### src/rtl/ctx_stacker_pkg.sv
package ctx_stacker_pkg;
  typedef enum logic [2:0] {
    CMD_CALL = 3'd0,
    CMD_RET  = 3'd1,
    CMD_INT  = 3'd2,
    CMD_WAIT = 3'd3,
    CMD_RTI  = 3'd4
  } cmd_e;

  typedef enum logic [1:0] {ST_IDLE, ST_RUN, ST_PARK, ST_DONE} state_e;

  localparam int unsigned FRAME_BYTES = 9;
  localparam int unsigned RTN_BYTES   = 2;
  localparam int unsigned IDX_W       = $clog2(FRAME_BYTES + 1);
  localparam int unsigned WORD_W      = 16;
endpackage

### src/rtl/ctx_seq.sv
module ctx_seq
  import ctx_stacker_pkg::*;
(
  input  logic             clk_i,
  input  logic             rst_ni,
  input  logic             cmd_valid_i,
  input  logic [2:0]       cmd_i,
  input  logic             irq_i,
  output logic             start_o,
  output logic             push_o,
  output logic             pull_o,
  output logic [IDX_W-1:0] idx_o,
  output logic             busy_o,
  output logic             done_o,
  output logic             waiting_o,
  output logic             restored_o
);
  state_e           state_q;
  logic [IDX_W-1:0] step_q, last_q, last_d;
  logic             pull_q, park_q, pull_d, park_d, legal;

  always_comb begin
    legal  = 1'b1;
    pull_d = 1'b0;
    park_d = 1'b0;
    last_d = IDX_W'(FRAME_BYTES - 1);
    case (cmd_e'(cmd_i))
      CMD_CALL: last_d = IDX_W'(RTN_BYTES - 1);
      CMD_RET:  begin last_d = IDX_W'(RTN_BYTES - 1); pull_d = 1'b1; end
      CMD_INT:  ;
      CMD_WAIT: park_d = 1'b1;
      CMD_RTI:  pull_d = 1'b1;
      default:  legal = 1'b0;
    endcase
  end

  assign busy_o     = (state_q == ST_RUN) || (state_q == ST_PARK);
  assign done_o     = (state_q == ST_DONE);
  assign waiting_o  = (state_q == ST_PARK);
  assign start_o    = !busy_o && cmd_valid_i && legal;
  assign push_o     = (state_q == ST_RUN) && !pull_q;
  assign pull_o     = (state_q == ST_RUN) && pull_q;
  assign restored_o = done_o && pull_q;
  // pulls walk the frame from the far end back
  assign idx_o      = pull_q ? (last_q - step_q) : step_q;

  always_ff @(posedge clk_i or negedge rst_ni) begin
    if (!rst_ni) begin
      state_q <= ST_IDLE;
      step_q  <= '0;
      last_q  <= '0;
      pull_q  <= 1'b0;
      park_q  <= 1'b0;
    end else begin
      case (state_q)
        ST_RUN: begin
          if (step_q == last_q) state_q <= park_q ? ST_PARK : ST_DONE;
          else step_q <= step_q + 1'b1;
        end
        ST_PARK: if (irq_i) state_q <= ST_DONE;
        default: state_q <= ST_IDLE;
      endcase
      if (start_o) begin
        state_q <= ST_RUN;
        step_q  <= '0;
        last_q  <= last_d;
        pull_q  <= pull_d;
        park_q  <= park_d;
      end
    end
  end


  done_pulse_chk: assert property (@(posedge clk_i) disable iff (!rst_ni)
    done_o |=> !done_o);

  busy_end_chk: assert property (@(posedge clk_i) disable iff (!rst_ni)
    $fell(busy_o) |-> done_o);

  park_hold_chk: assert property (@(posedge clk_i) disable iff (!rst_ni)
    waiting_o && !irq_i |=> waiting_o && !push_o && !pull_o);

  irq_idle_chk: assert property (@(posedge clk_i) disable iff (!rst_ni)
    !busy_o && !cmd_valid_i |=> !busy_o && !done_o);
endmodule

### src/rtl/ctx_sp.sv
module ctx_sp #(
  parameter int unsigned ADDR_W = 16
) (
  input  logic              clk_i,
  input  logic              rst_ni,
  input  logic              start_i,
  input  logic [ADDR_W-1:0] sp_i,
  input  logic              push_i,
  input  logic              pull_i,
  output logic [ADDR_W-1:0] sp_o,
  output logic [ADDR_W-1:0] addr_o
);
  logic [ADDR_W-1:0] sp_q;

  assign sp_o   = sp_q;
  // pre-increment on pull, post-decrement on push
  assign addr_o = pull_i ? sp_q + ADDR_W'(1) : sp_q;

  always_ff @(posedge clk_i or negedge rst_ni) begin
    if (!rst_ni)     sp_q <= '0;
    else if (start_i) sp_q <= sp_i;
    else if (push_i)  sp_q <= sp_q - ADDR_W'(1);
    else if (pull_i)  sp_q <= sp_q + ADDR_W'(1);
  end


  push_step_chk: assert property (@(posedge clk_i) disable iff (!rst_ni)
    push_i && !start_i |=> sp_o == $past(addr_o) - ADDR_W'(1));

  pull_step_chk: assert property (@(posedge clk_i) disable iff (!rst_ni)
    pull_i && !start_i |=> sp_o == $past(addr_o));
endmodule

### src/rtl/ctx_frame.sv
module ctx_frame
  import ctx_stacker_pkg::*;
(
  input  logic              clk_i,
  input  logic              rst_ni,
  input  logic              start_i,
  input  logic [WORD_W-1:0] pc_i,
  input  logic [WORD_W-1:0] x_i,
  input  logic [WORD_W-1:0] y_i,
  input  logic [7:0]        a_i,
  input  logic [7:0]        b_i,
  input  logic [7:0]        ccr_i,
  input  logic              push_i,
  input  logic              pull_i,
  input  logic [IDX_W-1:0]  idx_i,
  input  logic [7:0]        rdata_i,
  output logic [7:0]        wdata_o,
  output logic [WORD_W-1:0] pc_o,
  output logic [WORD_W-1:0] x_o,
  output logic [WORD_W-1:0] y_o,
  output logic [7:0]        a_o,
  output logic [7:0]        b_o,
  output logic [7:0]        ccr_o
);
  logic [FRAME_BYTES-1:0][7:0] frm_q, frm_in;
  logic                        idx_ok;

  // byte 0 is stored first (highest address)
  assign frm_in = {ccr_i, b_i, a_i, x_i[15:8], x_i[7:0],
                   y_i[15:8], y_i[7:0], pc_i[15:8], pc_i[7:0]};
  assign idx_ok  = idx_i < IDX_W'(FRAME_BYTES);
  assign wdata_o = idx_ok ? frm_q[idx_i] : 8'h00;

  always_ff @(posedge clk_i or negedge rst_ni) begin
    if (!rst_ni)                 frm_q <= '0;
    else if (start_i)            frm_q <= frm_in;
    else if (pull_i && idx_ok)   frm_q[idx_i] <= rdata_i;
  end

  assign pc_o  = {frm_q[1], frm_q[0]};
  assign y_o   = {frm_q[3], frm_q[2]};
  assign x_o   = {frm_q[5], frm_q[4]};
  assign a_o   = frm_q[6];
  assign b_o   = frm_q[7];
  assign ccr_o = frm_q[8];


  idx_range_chk: assert property (@(posedge clk_i) disable iff (!rst_ni)
    push_i || pull_i |-> idx_ok);
endmodule

### src/rtl/ctx_stacker.sv
module ctx_stacker
  import ctx_stacker_pkg::*;
#(
  parameter int unsigned ADDR_W = 16
) (
  input  logic              clk_i,
  input  logic              rst_ni,
  input  logic              cmd_valid_i,
  input  logic [2:0]        cmd_i,
  input  logic              irq_i,
  input  logic [15:0]       pc_i,
  input  logic [15:0]       x_i,
  input  logic [15:0]       y_i,
  input  logic [7:0]        a_i,
  input  logic [7:0]        b_i,
  input  logic [7:0]        ccr_i,
  input  logic [ADDR_W-1:0] sp_i,
  output logic [ADDR_W-1:0] mem_addr_o,
  output logic              mem_we_o,
  output logic              mem_re_o,
  output logic [7:0]        mem_wdata_o,
  input  logic [7:0]        mem_rdata_i,
  output logic [ADDR_W-1:0] sp_o,
  output logic              busy_o,
  output logic              done_o,
  output logic              waiting_o,
  output logic              restore_valid_o,
  output logic [15:0]       pc_o,
  output logic [15:0]       x_o,
  output logic [15:0]       y_o,
  output logic [7:0]        a_o,
  output logic [7:0]        b_o,
  output logic [7:0]        ccr_o
);
  logic             start, push, pull;
  logic [IDX_W-1:0] idx;

  ctx_seq u_seq (
    .clk_i, .rst_ni, .cmd_valid_i, .cmd_i, .irq_i,
    .start_o(start), .push_o(push), .pull_o(pull), .idx_o(idx),
    .busy_o, .done_o, .waiting_o, .restored_o(restore_valid_o)
  );

  ctx_sp #(.ADDR_W(ADDR_W)) u_sp (
    .clk_i, .rst_ni, .start_i(start), .sp_i,
    .push_i(push), .pull_i(pull), .sp_o, .addr_o(mem_addr_o)
  );

  ctx_frame u_frame (
    .clk_i, .rst_ni, .start_i(start),
    .pc_i, .x_i, .y_i, .a_i, .b_i, .ccr_i,
    .push_i(push), .pull_i(pull), .idx_i(idx), .rdata_i(mem_rdata_i),
    .wdata_o(mem_wdata_o), .pc_o, .x_o, .y_o, .a_o, .b_o, .ccr_o
  );

  assign mem_we_o = push;
  assign mem_re_o = pull;


  one_access_chk: assert property (@(posedge clk_i) disable iff (!rst_ni)
    !(mem_we_o && mem_re_o));

  busy_ignore_chk: assert property (@(posedge clk_i) disable iff (!rst_ni)
    busy_o && !$past(done_o) && (mem_we_o || mem_re_o) |=> !done_o || !(mem_we_o || mem_re_o));
endmodule

### config.mk
export PLATFORM = sky130hd
export DESIGN_NAME = ctx_stacker
export DESIGN_NICKNAME = d
export VERILOG_FILES = /design/src/rtl/ctx_stacker_pkg.sv /design/src/rtl/ctx_seq.sv /design/src/rtl/ctx_sp.sv /design/src/rtl/ctx_frame.sv /design/src/rtl/ctx_stacker.sv
export SDC_FILE = /design/constraint.sdc
export NUM_CORES = 1
export LEC_CHECK = 0
export ABC_CLOCK_PERIOD_IN_PS = 2850
export BUFFER_PORTS_ARGS = -buffer_cell sky130_fd_sc_hd__buf_2
export CAP_MARGIN = 20
export CORE_ASPECT_RATIO = 2
export CORE_MARGIN = 2
export CORE_UTILIZATION = 50
export DETAILED_ROUTE_END_ITERATION = 10
export PLACE_DENSITY = 0.76
export SLEW_MARGIN = 40
export SYNTH_ARGS = -nofsm -noshare
export SYNTH_HDL_FRONTEND = slang
export SYNTH_HIERARCHICAL = 1
export SYNTH_SLANG_ARGS = --single-unit
### constraint.sdc
create_clock -name clk_i -period 2.85 [get_ports clk_i]
set_input_delay 0 -clock clk_i [delete_from_list [all_inputs] [get_ports clk_i]]
set_output_delay 0 -clock clk_i [all_outputs]
set_load 0.005 [all_outputs]
# Word level (Yosys, flattened, before mapping)

Index checks and enable logic that the tools add are counted.

Register bits: 100
Input port bits: 103
Output and inout port bits: 118
Word-level logic and storage cells: 75

Add/subtract/negate cells: 4
$lt $le $gt $ge: 3
Equal/unequal tests: 11
Multiplexer cells: 24
Reduce and logical (&&, ||, !) cells: 18

Operators with widths:

| operator              | count |
|---|---|
| $mux 72               | 2 |
| $bwmux 72             | 1 |
| $mux 16               | 3 |
| $bmux 8 s4            | 1 |
| $demux 8 s4           | 1 |
| $mux 8                | 3 |
| $mux 4                | 5 |
| $add 16x1->16 const B | 1 |
| $sub 16x1->16 const B | 1 |
| $logic_and 1x1->1     | 7 |
| $eq 3x2->1 const B    | 2 |
| $mux 2                | 3 |
| $lt 4x5->1 const B    | 1 |
| $reduce_or 5->1       | 1 |
| $add 4x1->4 const B   | 1 |
| $eq 2x2->1 const B    | 2 |
| $eq 4x4->1            | 1 |
| $ge 4x1->1 const B    | 1 |
| $lt 4x4->1 const B    | 1 |
| $mux 1                | 4 |
| $pmux 2 s2            | 1 |
| $reduce_and 2->1      | 2 |
| $reduce_bool 2->1     | 2 |
| $reduce_or 2->1       | 2 |
| 10 further kinds      | 11 |

# Logic depth before layout (Yosys ltp)

Gate-level depths: netlist (run 1).

Depth in word-level cells: 9
Depth in mapped cells: 12
Mapped depth without buffers: 10

# Hierarchy

The synthesis (run 1) kept the hierarchy.

Modules (own cells, without submodules):

| module    | times used | cells an instance | area an instance (µm²) |
|---|---|---|---|
| ctx_frame | 1          | 429               | 4227.8 |
| ctx_sp    | 1          | 184               | 1555.2 |
| ctx_seq   | 1          | 79                | 742.0 |

# Worst setup path after synthesis (run 1)

Ideal clock, no wire load.

Kind: register to register
From: register u_seq.step_q[0]
To: register u_frame.frm_q, in the netlist u_frame/b_o[5]
Setup time: 0.121 ns
Arrival: 2.154 ns
Data required time: 2.729 ns
Setup slack: 0.575 ns
Stages on the path, launching flop included: 10
Buffers on the path: 1
Clock period less this slack: 2.275 ns
Cell sequence: dfrtp_1 ha_1 nor3_1 xnor2_1 nand2_1 xnor2_1 and2b_4 a41oi_4 buf_6 o21ai_1

Longest elaborated chain between the ends: 9

RTL lines:

| element                                                        | line              | text |
|---|---|---|
| start, declared                                                | ctx_seq.sv:19     | `logic [IDX_W-1:0] step_q, last_q, last_d;` |
| start signal, assigned                                         | ctx_seq.sv:58     | `else step_q <= step_q + 1'b1;` |
| $sub 4x4->4 (*)                                                | ctx_seq.sv:45     | `assign idx_o = pull_q ? (last_q - step_q) : step_q;` |
| $mux 4 (*)                                                     | ctx_seq.sv:45     |  |
| named net idx[3]                                               | ctx_stacker.sv:36 | `logic [IDX_W-1:0] idx;` |
| $lt 4x5->1 (not written as such) or $ge 4x1->1 (tied branches) | ctx_frame.sv:37   | `else if (pull_i && idx_ok) frm_q[idx_i] <= rdata_i;` |
| $logic_and 1x1->1 (not written as such)                        | ctx_frame.sv:37   |  |
| $mux 8 (not written as such)                                   | ctx_frame.sv:37   |  |
| $demux 8 s4                                                    | n/a               |  |
| $bwmux 72                                                      | ctx_frame.sv:37   |  |
| $mux 72                                                        | ctx_frame.sv:37   |  |
| $mux 72                                                        | ctx_frame.sv:36   | `else if (start_i) frm_q <= frm_in;` |
| end signal, assigned                                           | ctx_frame.sv:36   |  |
| end signal, assigned by index                                  | ctx_frame.sv:37   |  |
| end, declared                                                  | ctx_frame.sv:25   | `logic [FRAME_BYTES-1:0][7:0] frm_q, frm_in;` |

Mark *: on every way through the listed nets, which the timed path passes. The rest lies on a longest branch. The select of a mux whose other input is x is not followed.
A chain may end at the register's enable or synchronous reset.

# Worst setup path after layout (run 1)

From: register u_seq.step_q[0]
To: output port mem_wdata_o[0]

Longest elaborated chain between the ends: 5

RTL lines:

| element                      | line              | text |
|---|---|---|
| $sub 4x4->4 (*)              | ctx_seq.sv:45     |  |
| $mux 4 (*)                   | ctx_seq.sv:45     |  |
| named net idx[3]             | ctx_stacker.sv:36 |  |
| $bmux 8 s4                   | ctx_frame.sv:32   | `assign wdata_o = idx_ok ? frm_q[idx_i] : 8'h00;` |
| $mux 8 (not written as such) | ctx_frame.sv:32   |  |
| $mux 8 (*)                   | ctx_frame.sv:32   |  |
| end, declared                | ctx_stacker.sv:21 | `output logic [7:0] mem_wdata_o,` |

Marks and branches as above.

==> results.md, run 1 <==
| Group | Parameter | This run |
|---|---|---|
| synth | Gate count after technology mapping | 692 |
| routing | Post-detailed-routing wire length | 22,200 um |
| die | Number of top-level pins | 221 |
| clock network | TritonCTS clock tree | done |
| synth | Mean instance size in the synthesized netlist | 9.43 um2 |
| clock network | Sinks on the clock net | 98 |
| routing | Number of nets still failing antenna checks after routing | 0 |
| synth | Share of synthesized registers carrying an async set or reset | 1.00 |
| clock network | Clock Tree Buf Depth | 2 |
| synth | Seq cells post-synth | 98 |
| power and ir drop | Clock power share | 0.115 |
| synth | Leading register cell type out of synthesis | dfrtp_1 |
| grt | Via count of the first global-routing pass | 6,498 |
| grt | Total global routing track utilization | 0.311 |
| synth | Leading area contributor after synthesis | dfrtp_1 |
| critical path | Startpoint type of the worst setup path | flop |
| synth | Netlist area before placement | 0.00653 mm2 |
| timing | Achievable Freq | 355 MHz |
| placement | Port bufs | 220 |
| clock network | Clock root buffer master | clkbuf_16 |
| power and ir drop | Leakage | 4.17 nW |
| power and ir drop | Worst supply voltage drop on vdd | 623 uV |
| routing | Count of routing violations after the opening detailed-route iteration | 632 |
| clock network | Worst-path clk slew | 60 ps |
| critical path | Crit path arrival time | 2820 ps |
| routing | Router iterations before antenna repair | 6 |
| synth | Number of synthesized flops with an enable pin | 0 |
| power and ir drop | Proportion of power drawn by combinational gates | 0.610 |
| worst hold path | Kind of path behind the tightest hold check | in2reg |
| routing | Total number of vias | 6,907 |
| critical path | Maximum fanout encountered on the critical timing path | 12 |
| placement | Worst slack, placed | 162 ps |
| die | Die Height | 166 um |
| synth | Number of distinct standard cells referenced by the synthesized netlist | 73 |
| timing | Final Skew | 11.8 ps |
| layout | Ratio of cells with drive above 1 in the final layout | 0.316 |
| synth | Ranking of synthesized cells by area | dfrtp_1, mux2i_1, a22oi_1, nand2_1, o21ai_1 |
| timing | Period minus WS final | 2820 ps |
| clock network | Maximum level of the CTS H-tree | 3 |
| layout | Diode count | 0 |
| grt | Total gr overflow | 0 |
| die | Die outline width | 84.8 um |
| layout | Util after Layout | 0.708 |
| synth | Yosys warns | 6 |
| timing | Hold Fails Final Rpt | 0 |
| clock network | Inserted Clock Buffers | 9 |
| layout | Number of nets in the layout | 1,112 |
| synth | Most used standard cell by instance count after synthesis | dfrtp_1 |
| grt | First-pass GRT wire length | 34,600 um |
| placement | Routability-driven placement congestion ratio | 0.874 |
| timing | Final setup vio count | 0 |
| power and ir drop | Fraction of power spent switching nets | 0.470 |
| timing | Setup repair after global routing missed its margin | yes |
| power and ir drop | Total power | 10.1 mW |
| layout | Post-synthesis to final-layout area growth | 39.3% |
| synth | List of most frequent post-synthesis cells | dfrtp_1, nand2_1, o21ai_1, a22oi_1, mux2i_1 |
| job | Max Cap Violations | 0 |
| critical path | Type of element capturing the critical path | output pin |
| routing | Avg Vias per Cell | 5.98 |
| power and ir drop | Total internal power | 5.35 mW |
| power and ir drop | Switching component of the power | 4.75 mW |
| grt | Largest net degree at the start of global routing | 77 |
| timing | Final Worst Setup Slack | 33.4 ps |
| power and ir drop | Part of the power in registers | 0.275 |
| timing | Tightest Pin Transition | 909 ps |
| timing | Part of the cycle the worst path needs | 0.988 |
| routing | Routed WL per cell | 19.2 um |
| critical path | Data required time at the worst endpoint | 2850 ps |
| critical path | CP Class | reg2out |
| grt | Number of antenna violations at the first check in global routing | 0 |
| die | Core region area | 0.0128 mm2 |
| synth | Fraction of the yosys area taken by sequential cells | 0.376 |
| timing | Count of pins over their slew limit | 0 |
| routing | Drc violations | 0 |
| die | Effective utilization at floorplan | 0.508 |
| clock network | Clock network latency to the later pin of the worst-skew pair | 350 ps |
| timing | Relative slew slack | 0.393 |
| die | Cell row count | 59 |
| die | Total die area | 0.0140 mm2 |
| timing | Setup total negative slack | 0 ps |
| outcome | Result of the run | finished, final reports clean |
| synth | Top-area cell type share of the netlist area | 0.376 |
| synth | Post-synthesis net count | 804 |
| placement | Final HPWL from detailed placement | 14,400 um |
| power and ir drop | Pwr dens | 1110 mW/mm2 |
## flip-flops by register name, indices dropped and copies added (netlist names)
register,flops
u_frame/b_o,8
u_seq/state_q,2
u_sp/sp_o,16
u_frame/a_o,8
u_seq/last_q,2
u_seq/pull_q,1
u_frame/x_o,16
u_frame/ccr_o,8
u_frame/y_o,16
u_seq/step_q,4
u_frame/pc_o,16
u_seq/park_q,1
## worst max-delay path, cell delays in order (launching register included)
cell      delay (ps)
dfrtp_1          430
ha_1             230
nor3_1           210
xnor2_1          150
nand2_1          140
xnor2_4          240
nand2b_2         330
o221ai_1         410
o31a_1           210
buf_2            110
## per-layer routing
| layer | vias up | global-route usage | share of wire |
|---|---|---|---|
| met5 | - | 0 | 0 |
| met4 | 0 | 0.122 | 0.037 |
| met3 | 71 | 0.0432 | 0.089 |
| met2 | 457 | 0.505 | 0.48 |
| met1 | 3215 | 0.418 | 0.40 |
| li1 | 3164 | - | - |
## path summary, 6_finish.rpt
| kind | start | end | slack [ps] | depth (start not counted) |
|---|---|---|---|---|
| worst max-delay path | u_seq/step_q[0] | mem_wdata_o[0] | 30 | 9 |
| worst min-delay path | sp_i[7] | u_sp/sp_o[7] | 10 | 3 |
| worst min register to register | u_seq/last_q[0] | u_seq/last_q[0] | 510 | 1 |
| max in group asynchronous | rst_ni | u_frame/pc_o[3] | 1900 | 3 |
| min in group asynchronous | rst_ni | u_frame/x_o[10] | 240 | 2 |
| worst max register to register | u_seq/step_q[0] | u_frame/pc_o[0] | 190 | 10 |
## layout make-up
class                           instances  area, um2
Clock buffer                           12        267
Clock inverter                          2       12.5
Fill cell                             982       3750
Inverter                               20       75.1
Multi-Input combinational cell        520       3740
Sequential cell                        98       2450
Tap cell                              152        190
Timing Repair Buffer                  351       2360
## through the flow
stage	instance area (um2)	hold slack, ps	std cells
global placement	7760	211	1038
floorplan	6530	-296	692
finish	9090	10.9	1155
global route	9090	21.5	1155
detailed placement	7770	92.6	1038
CTS	9060	0.785	1152
## cell families (layout without fill, tap and decap cells)
group | after synthesis | in the layout | synth area share
simple gates | 232 | 232 | 0.201
compound gates | 206 | 207 | 0.239
flops | 98 | 98 | 0.376
buf+inv | 75 | 385 | 0.0619
mux | 45 | 45 | 0.0690
xor+xnor | 27 | 27 | 0.0362
fa+ha+maj | 9 | 9 | 0.0173
## repair_timing
action | 4_1_cts | 5_1_grt
setup endpoints to repair | 8 | 9
buffers inserted | 3 | 3
gates resized for setup | 3 | 2
hold buffers | 96 | 0
pin swaps | 0 | 1
endpoints found under the hold margin | 161 | 0
gates cloned | 1 | 0
## layout by cell type (no fill, tap or decap), types with 4 or more instances in the layout
cell type	instances
a211oi_1	14
buf_4	33
or3_1	4
nor3_1	7
nand2b_1	20
xnor2_1	14
nor4_4	4
o311a_1	5
o221ai_1	8
clkbuf_16	9
o21ai_0	12
nor3_2	4
nand2_1	91
ha_1	9
a222oi_1	8
nor2_1	26
nand4_1	6
or2_2	6
xor2_1	11
nor4_1	9
inv_1	19
a22oi_1	48
nand3_1	10
o21ai_1	66
a31oi_4	5
mux2i_1	44
o31a_1	8
buf_2	219
dlygate4sd3_1	96
dfrtp_1	98
nor2b_1	16
## power groups by stage
| stage | Clock [mW] | Sequential, mW | Combinational [mW] |
|---|---|---|---|
| finish | 1.16 | 2.77 | 6.15 |
| global route | 1.23 | 2.87 | 6.67 |
| CTS | 1.18 | 2.75 | 5.99 |
| detailed placement | 0 | 2.77 | 5.76 |
| global placement | 0 | 2.75 | 5.62 |
| floorplan | 0 | 2.51 | 3.97 |
Power figures use the tool's default switching activity.
==> run 2, diff against run 1 <==
Settings changed: ABC_CLOCK_PERIOD_IN_PS 2850 to 2300, CORE_UTILIZATION 50 to 46, PLACE_DENSITY 0.76 to 0.74.
Clock period 2.85 ns to 2.3 ns, I/O delays scaled along.
==> run 2 against run 1 <==
- the flow now finishes with violations (setup timing)
- sequential share of layout area is 4.2 points lower
- design area increased by 19%
- sequential cell count did not move
- setup slack lost 440 ps
- largest cell class unchanged
- largest power group unchanged
==> results.md, run 2 (synthesis gave the netlist of run 1 again) <==
| Group | Parameter | This run | Delta |
|---|---|---|---|
| outcome | Result of the run | complete, but fails checks | was finished, final reports clean |
| outcome | Violated checks | setup timing |  |
| placement | Final HPWL from detailed placement | 16,700 um | was 14,400 um |
| layout | Number of fillers in the final layout | 795 | was 982 |
| die | Die Height | 172 um | was 166 um |
| clock network | Worst-path clk slew | 70 ps | was 60 ps |
| power and ir drop | Switching component of the power | 8.20 mW | was 4.75 mW |
| die | Die outline width | 88.2 um | was 84.8 um |
| critical path | Type of element capturing the critical path | output pin | unchanged |
| timing | Count of pins over their slew limit | 0 | unchanged |
| layout | Post-synthesis to final-layout area growth | 65.3% | was 39.3% |
| grt | Via count of the first global-routing pass | 7,382 | was 6,498 |
| critical path | Critical path launch point | u_seq/last_q[0] | was u_seq/step_q[0] |
| critical path | Data required time at the worst endpoint | 2300 ps | was 2850 ps |
| placement | Port bufs | 220 | unchanged |
| power and ir drop | Clock power share | 0.091 | was 0.115 |
| timing | Final Skew | 16.4 ps | was 11.8 ps |
| timing | Final setup vio count | 68 | was 0 |
| critical path | Startpoint of the worst register-to-register path | u_seq/step_q[0] | unchanged |
| clock network | Clock network latency to the later pin of the worst-skew pair | 350 ps | about the same |
| timing | Hold Fails Final Rpt | 0 | unchanged |
| power and ir drop | Total internal power | 8.76 mW | was 5.35 mW |
| critical path | CP Class | reg2out | unchanged |
| routing | Routed WL per cell | 25.1 um | was 19.2 um |
| worst hold path | Kind of path behind the tightest hold check | in2reg | unchanged |
| routing | Router iterations before antenna repair | 6 | unchanged |
| critical path | Destination of the critical timing path | mem_wdata_o[6] | was mem_wdata_o[0] |
| routing | Number of nets still failing antenna checks after routing | 0 | unchanged |
| clock network | Maximum level of the CTS H-tree | 3 | unchanged |
| timing | Period minus WS final | 2700 ps |  |
| layout | Diode count | 0 | unchanged |
| routing | Avg Vias per Cell | 6.38 | was 5.98 |
| layout | Commonest cells after routing, fill and taps aside | buf_2, dlygate4sd3_1, dfrtp_1 | was buf_2, dfrtp_1, dlygate4sd3_1 |
| timing | Part of the cycle the worst path needs | 1.18 |  |
| grt | GR met1 Demand/Resource | 0.333 | was 0.418 |
| job | Max Cap Violations | 0 | unchanged |
| layout | Most common library cell in the layout ignoring fill and taps | buf_2 | unchanged |
| grt | First-pass GRT wire length | 38,300 um | was 34,600 um |
| power and ir drop | Total power | 17.0 mW | was 10.1 mW |
| grt | Busiest grt layer | met2 | unchanged |
| die | Effective utilization at floorplan | 0.470 | was 0.508 |
| routing | Total number of vias | 8,090 | was 6,907 |
| power and ir drop | Leakage | 4.82 nW | was 4.17 nW |
| timing | Final Worst Setup Slack | -405 ps | was 33.4 ps |
| critical path | Crit path arrival time | 2700 ps | was 2820 ps |
| timing | Achievable Freq | 370 MHz |  |
| layout | Fin cells | 1,268 | was 1,155 |
| die | Total die area | 0.0152 mm2 | was 0.0140 mm2 |
| power and ir drop | Worst supply voltage drop on vdd | 825 uV | was 623 uV |
| clock network | Inserted Clock Buffers | 9 | unchanged |
| timing | Setup repair after global routing missed its margin | yes | unchanged |
| timing | Relative slew slack | 0.598 | was 0.393 |
| clock network | Clock root buffer master | clkbuf_16 | unchanged |
| critical path | Startpoint type of the worst setup path | flop | unchanged |
| clock network | TritonCTS clock tree | done | unchanged |
| die | Core region area | 0.0139 mm2 | was 0.0128 mm2 |
| power and ir drop | Part of the power in registers | 0.205 | was 0.275 |
| placement | Dpl cells | 1,122 | was 1,038 |
| grt | Met3 usage | 0.0396 | was 0.0432 |
| routing | Post-detailed-routing wire length | 31,800 um | was 22,200 um |
| layout | Ratio of cells with drive above 1 in the final layout | 0.471 | was 0.316 |
| grt | Number of antenna violations at the first check in global routing | 0 | unchanged |
| layout | Flip-flop and latch area | 0.00245 mm2 | about the same |
| placement | Routability-driven placement congestion ratio | 0.975 | was 0.874 |
| power and ir drop | Fraction of power spent switching nets | 0.484 | was 0.470 |
| timing | Tightest Pin Transition | 587 ps | was 909 ps |
| power and ir drop | Proportion of power drawn by combinational gates | 0.704 | was 0.610 |
| critical path | Maximum fanout encountered on the critical timing path | 8 | was 12 |
| die | Cell row count | 61 | was 59 |
| power and ir drop | Pwr dens | 1570 mW/mm2 | was 1110 mW/mm2 |
| clock network | Clock Tree Buf Depth | 2 | unchanged |
| grt | Largest net degree at the start of global routing | 57 | was 77 |
| layout | Total area of multi-input combinational cells | 0.00438 mm2 | was 0.00374 mm2 |
| grt | Met2 GRT Util | 0.592 | was 0.505 |
| grt | Total global routing track utilization | 0.328 | was 0.311 |
| critical path | RR Endpoint | u_frame/y_o[15] | was u_frame/pc_o[0] |
| critical path | Cell depth of the worst flop-to-flop path | 13 | was 10 |
| routing | Drc violations | 0 | unchanged |
| routing | Count of routing violations after the opening detailed-route iteration | 1,067 | was 632 |
| critical path | Register-to-register setup slack | -180 ps | was 190 ps |
| clock network | Sinks on the clock net | 98 | unchanged |
| die | Number of top-level pins | 221 | unchanged |
| layout | Number of nets in the layout | 1,186 | was 1,112 |
| grt | Total gr overflow | 0 | unchanged |
## run 2: cell count changes in the layout (fill, tap and decap cells not counted), moves of 12 or more
cell / delta
buf_4: +35
nand2_2: +22
mux2i_1: -12
o21ai_1: -22
nand2_1: -30
buf_12: +17
o21ai_2: +20
a22oi_1: -20
buf_6: +12
a22oi_2: +20
## run 2: how the worst min path moves through the flow
| stage | end | slack, ps | start | cells past startpoint |
|---|---|---|---|---|
| 6_report | u_sp/sp_o[7] | 20 | sp_i[7] | 3 |
| 5_1_grt | u_seq/last_q[3] | 20 | cmd_valid_i | 3 |
| 4_1_cts | u_frame/y_o[6] | 0.2 | y_i[6] | 3 |
| 3_5_place_dp | u_frame/b_o[6] | 30 | rst_ni | 1 |
| 3_3_place_gp | u_frame/b_o[3] | 30 | rst_ni | 1 |
| 2_1_floorplan | u_frame/a_o[0] | -300 | rst_ni | 0 |
## run 2: per-stage QoR
step	TNS, ps	hold WS [ps]	utilization	setup slack (ps)	area (um2)
2_1_floorplan	0	-296	-	24.8	6530
3_3_place_gp	-408	32.6	0.597	-150	8300
3_5_place_dp	-461	31.8	0.597	-143	8300
4_1_cts	-1700	0.150	0.722	-200	10000
5_1_grt	-16180	16.8	0.776	-456	10800
6_report	-6450	19.8	0.776	-405	10800
## run 2: cell type report
| cell class | count | area share |
|---|---|---|
| repair buffers | 426 | 0.310 |
| clock inverters | 6 | 0.00534 |
| flip-flops and latches | 98 | 0.228 |
| well taps | 189 | 0.0219 |
| multi-input cells | 519 | 0.406 |
| inverters | 20 | 0.00696 |
| clock buffers | 10 | 0.0222 |
## run 2: power groups by stage
stage | Combinational [mW] | Sequential (mW) | Clock (mW)
2_1_floorplan | 4.91 | 3.10 | 0
3_3_place_gp | 8.05 | 3.26 | 0
3_5_place_dp | 8.15 | 3.27 | 0
4_1_cts | 9.62 | 3.28 | 1.55
5_1_grt | 12.4 | 3.55 | 1.63
6_report | 11.9 | 3.47 | 1.55
## run 2: critical path, cell delays in order, from the launching register on
cell      delay [ps]
dfrtp_1          390
inv_2             70
ha_4             150
inv_2             50
ha_4             260
nand2_2           60
o21ai_4          150
buf_12           200
mux2i_1          540
o221ai_2         200
o31a_1           150
buf_2            130
## run 2: metal layers
metal | up-vias | wire [um]
li1 | 3313 | -
met1 | 3822 | 9950
met2 | 700 | 15900
met3 | 255 | 3100
met4 | 0 | 2940
met5 | - | 0
## run 2: repair_timing
action                                  4_1_cts  5_1_grt
endpoints found under the setup margin       17       85
gates cloned                                  4        4
hold buffers                                 98        0
buffers inserted                             13       17
pin swaps                                    18       74
resized for setup                            52      123
endpoints found under the hold margin       131        0
==> run 3, diff against run 2 <==
Settings changed: CORE_ASPECT_RATIO 2 to 1.4, SLEW_MARGIN 40 to default.
==> run 3 against run 2 <==
- the flow still finishes with violations (setup timing)
- design area down 3.6%
- fmax up 0.43%
- cell count down 0.47%
- largest power group unchanged
==> results.md, run 3 (synthesis gave the netlist of run 1 again) <==
| Group | Parameter | This run | Delta |
|---|---|---|---|
| die | Effective utilization at floorplan | 0.469 | was 0.470 |
| routing | Drc violations | 0 | unchanged |
| critical path | Critical path launch point | u_seq/step_q[0] | was u_seq/last_q[0] |
| power and ir drop | Total internal power | 8.53 mW | was 8.76 mW |
| grt | Busiest grt layer | met2 | unchanged |
| timing | Period minus WS final | 2690 ps | was 2700 ps |
| critical path | Type of element capturing the critical path | output pin | unchanged |
| layout | Post-synthesis to final-layout area growth | 59.4% | was 65.3% |
| clock network | Maximum level of the CTS H-tree | 3 | unchanged |
| grt | GR met1 Demand/Resource | 0.367 | was 0.333 |
| timing | Setup repair after global routing missed its margin | yes | unchanged |
| routing | Router iterations before antenna repair | 6 | unchanged |
| clock network | TritonCTS clock tree | done | unchanged |
| placement | Final HPWL from detailed placement | 16,100 um | was 16,700 um |
| clock network | Inserted Clock Buffers | 9 | unchanged |
| power and ir drop | Worst supply voltage drop on vdd | 847 uV | was 825 uV |
| routing | Count of routing violations after the opening detailed-route iteration | 863 | was 1,067 |
| routing | Post-detailed-routing wire length | 27,600 um | was 31,800 um |
| die | Die outline width | 105 um | was 88.2 um |
| layout | Fin area | 0.0104 mm2 | was 0.0108 mm2 |
| placement | Routability-driven placement congestion ratio | 0.932 | was 0.975 |
| power and ir drop | Fraction of power spent switching nets | 0.465 | was 0.484 |
| critical path | Startpoint of the worst register-to-register path | u_seq/last_q[0] | was u_seq/step_q[0] |
| layout | Commonest cells after routing, fill and taps aside | buf_2, dfrtp_1, dlygate4sd3_1 | was buf_2, dlygate4sd3_1, dfrtp_1 |
| job | Max Cap Violations | 0 | unchanged |
| critical path | Count of buffer and inverter cells on the critical path | 2 | was 4 |
| clock network | Clock root buffer master | clkbuf_16 | unchanged |
| timing | Achievable Freq | 371 MHz | was 370 MHz |
| critical path | Data required time at the worst endpoint | 2300 ps | about the same |
| placement | Port bufs | 220 | unchanged |
| worst hold path | Start point of the worst hold path | cmd_valid_i | was sp_i[7] |
| timing | Part of the cycle the worst path needs | 1.17 | was 1.18 |
| placement | Area post-placement | 0.00824 mm2 | was 0.00830 mm2 |
| power and ir drop | Part of the power in registers | 0.216 | was 0.205 |
| routing | Total number of vias | 7,723 | was 8,090 |
| critical path | Dominant delay contributor by cell family on the critical path | simple AND/OR/NAND/NOR gates | was multiplexers |
| timing | Relative slew slack | 0.573 | was 0.598 |
| timing | Count of pins over their slew limit | 0 | unchanged |
| grt | First-pass GRT wire length | 39,400 um | was 38,300 um |
| grt | Met2 GRT Util | 0.558 | was 0.592 |
| layout | Number of nets in the layout | 1,183 | was 1,186 |
| worst hold path | Kind of path behind the tightest hold check | in2reg | unchanged |
| grt | Total gr overflow | 0 | unchanged |
| grt | Number of antenna violations at the first check in global routing | 2 | was 0 |
| outcome | Result of the run | complete, but fails checks | unchanged |
| clock network | Worst-path clk slew | 70 ps | about the same |
| routing | Number of nets still failing antenna checks after routing | 0 | unchanged |
| timing | Final setup vio count | 34 | was 68 |
| die | Number of top-level pins | 221 | unchanged |
| layout | Ratio of cells with drive above 1 in the final layout | 0.420 | was 0.471 |
| timing | Final Skew | 11.8 ps | was 16.4 ps |
| layout | Util after Layout | 0.748 | was 0.776 |
| die | Cell row count | 51 | was 61 |
| die | Core region area | 0.0139 mm2 | about the same |
| clock network | Sinks on the clock net | 98 | unchanged |
| grt | Largest net degree at the start of global routing | 59 | was 57 |
| timing | Tightest Pin Transition | 637 ps | was 587 ps |
| critical path | Critical Path Slowest Stage Cell | dfrtp_1 | was mux2i_1 |
| die | Die Height | 145 um | was 172 um |
| critical path | Ordered cell list for the critical path | ha_4, nor3_4, xnor2_2, nand2_2, xnor2_4, buf_4, or2_4, o221ai_2, o31a_1, buf_2 | was inv_2, ha_4, inv_2, ha_4, nand2_2, o21ai_4, buf_12, mux2i_1, o221ai_2, o31a_1, buf_2 |
| routing | Avg Vias per Cell | 6.12 | was 6.38 |
| timing | Hold Fails Final Rpt | 0 | unchanged |
| critical path | Crit path arrival time | 2690 ps | was 2700 ps |
| timing | Final Worst Setup Slack | -393 ps | was -405 ps |
| timing | Setup total negative slack | -3660 ps | was -6450 ps |
| grt | Total global routing track utilization | 0.324 | was 0.328 |
| critical path | Delay of the slowest critical-path stage | 430 ps | was 540 ps |
| critical path | Maximum fanout encountered on the critical timing path | 8 | unchanged |
| layout | Most common library cell in the layout ignoring fill and taps | buf_2 | unchanged |
| power and ir drop | Proportion of power drawn by combinational gates | 0.679 | was 0.704 |
| power and ir drop | Switching component of the power | 7.41 mW | was 8.20 mW |
| critical path | CP Class | reg2out | unchanged |
| grt | Met3 usage | 0.0642 | was 0.0396 |
| routing | Routed WL per cell | 21.8 um | was 25.1 um |
| power and ir drop | Pwr dens | 1530 mW/mm2 | was 1570 mW/mm2 |
| power and ir drop | Clock power share | 0.104 | was 0.091 |
| clock network | Clock Tree Buf Depth | 2 | unchanged |
| power and ir drop | Leakage | 4.71 nW | was 4.82 nW |
| clock network | Clock network latency to the later pin of the worst-skew pair | 350 ps | about the same |
| critical path | Startpoint type of the worst setup path | flop | unchanged |
| grt | Via count of the first global-routing pass | 7,406 | was 7,382 |
| die | Total die area | 0.0152 mm2 | about the same |
| outcome | Violated checks | setup timing | unchanged |
## run 3: layout make-up
class	count	area (um2)
repair buffers	422	3170
flip-flops and latches	98	2450
clock inverters	6	91.3
clock buffers	9	225
diodes	2	5.00
multi-input cells	520	4140
inverters	20	75.1
fillers	866	3510
well taps	185	231
## run 3: path summary, 6_finish.rpt
path / end / slack (ps) / cells after the start
setup / recovery: mem_wdata_o[0] / -390 / 10
hold / removal: u_seq/last_q[3] / 10 / 3
setup reg to reg: u_frame/y_o[13] / -270 / 12
hold reg to reg: u_seq/last_q[0] / 510 / 1
max in group asynchronous: u_sp/sp_o[5] / 1590 / 3
min in group asynchronous: u_frame/x_o[11] / 40 / 2
## run 3: worst reg2reg max path, delay by kind of cell (launching register included)
kind	cells	cell delay, ps
AND/OR/NAND/NOR	3	680
AO/OA/AOI/OAI	3	600
buffers and inverters	4	410
adder cells (fa/ha/maj)	2	410
flip-flops	1	390
## run 3: power groups by stage
stage          Clock [mW]  Combinational (mW)  Sequential (mW)
6_report             1.67                10.8             3.45
5_1_grt              1.75                11.4             3.53
4_1_cts              1.67                9.38             3.32
3_5_place_dp            0                7.99             3.32
3_3_place_gp            0                7.84             3.31
2_1_floorplan           0                4.91             3.10
## run 3: metrics by stage
stage	hold slack, ps	instances	setup slack (ps)	power [mW]
after global placement	-129	1112	-121	11.2
after global routing	17.5	1262	-478	16.7
after detailed placement	-128	1112	-134	11.3
after CTS	0.0412	1239	-250	14.4
after floorplan	-296	692	24.8	8.02
final	14.9	1262	-393	15.9
## run 3: timing repair
action / 4_1_cts / 5_1_grt
pin swaps: 14 / 36
setup endpoints to repair: 13 / 89
setup buffers: 15 / 20
cloned: 2 / 2
gates resized for setup: 49 / 63
endpoints found under the hold margin: 187 / 0
hold buffers: 95 / 0
## run 3: metal layers
layer  routed length [um]  part of all wire  up-vias
met2                13600              0.49      649
met4                 1930             0.070        0
met3                 2870              0.10      149
li1                     -                 -     3298
met1                 9130              0.33     3627
met5                    0                 0        -
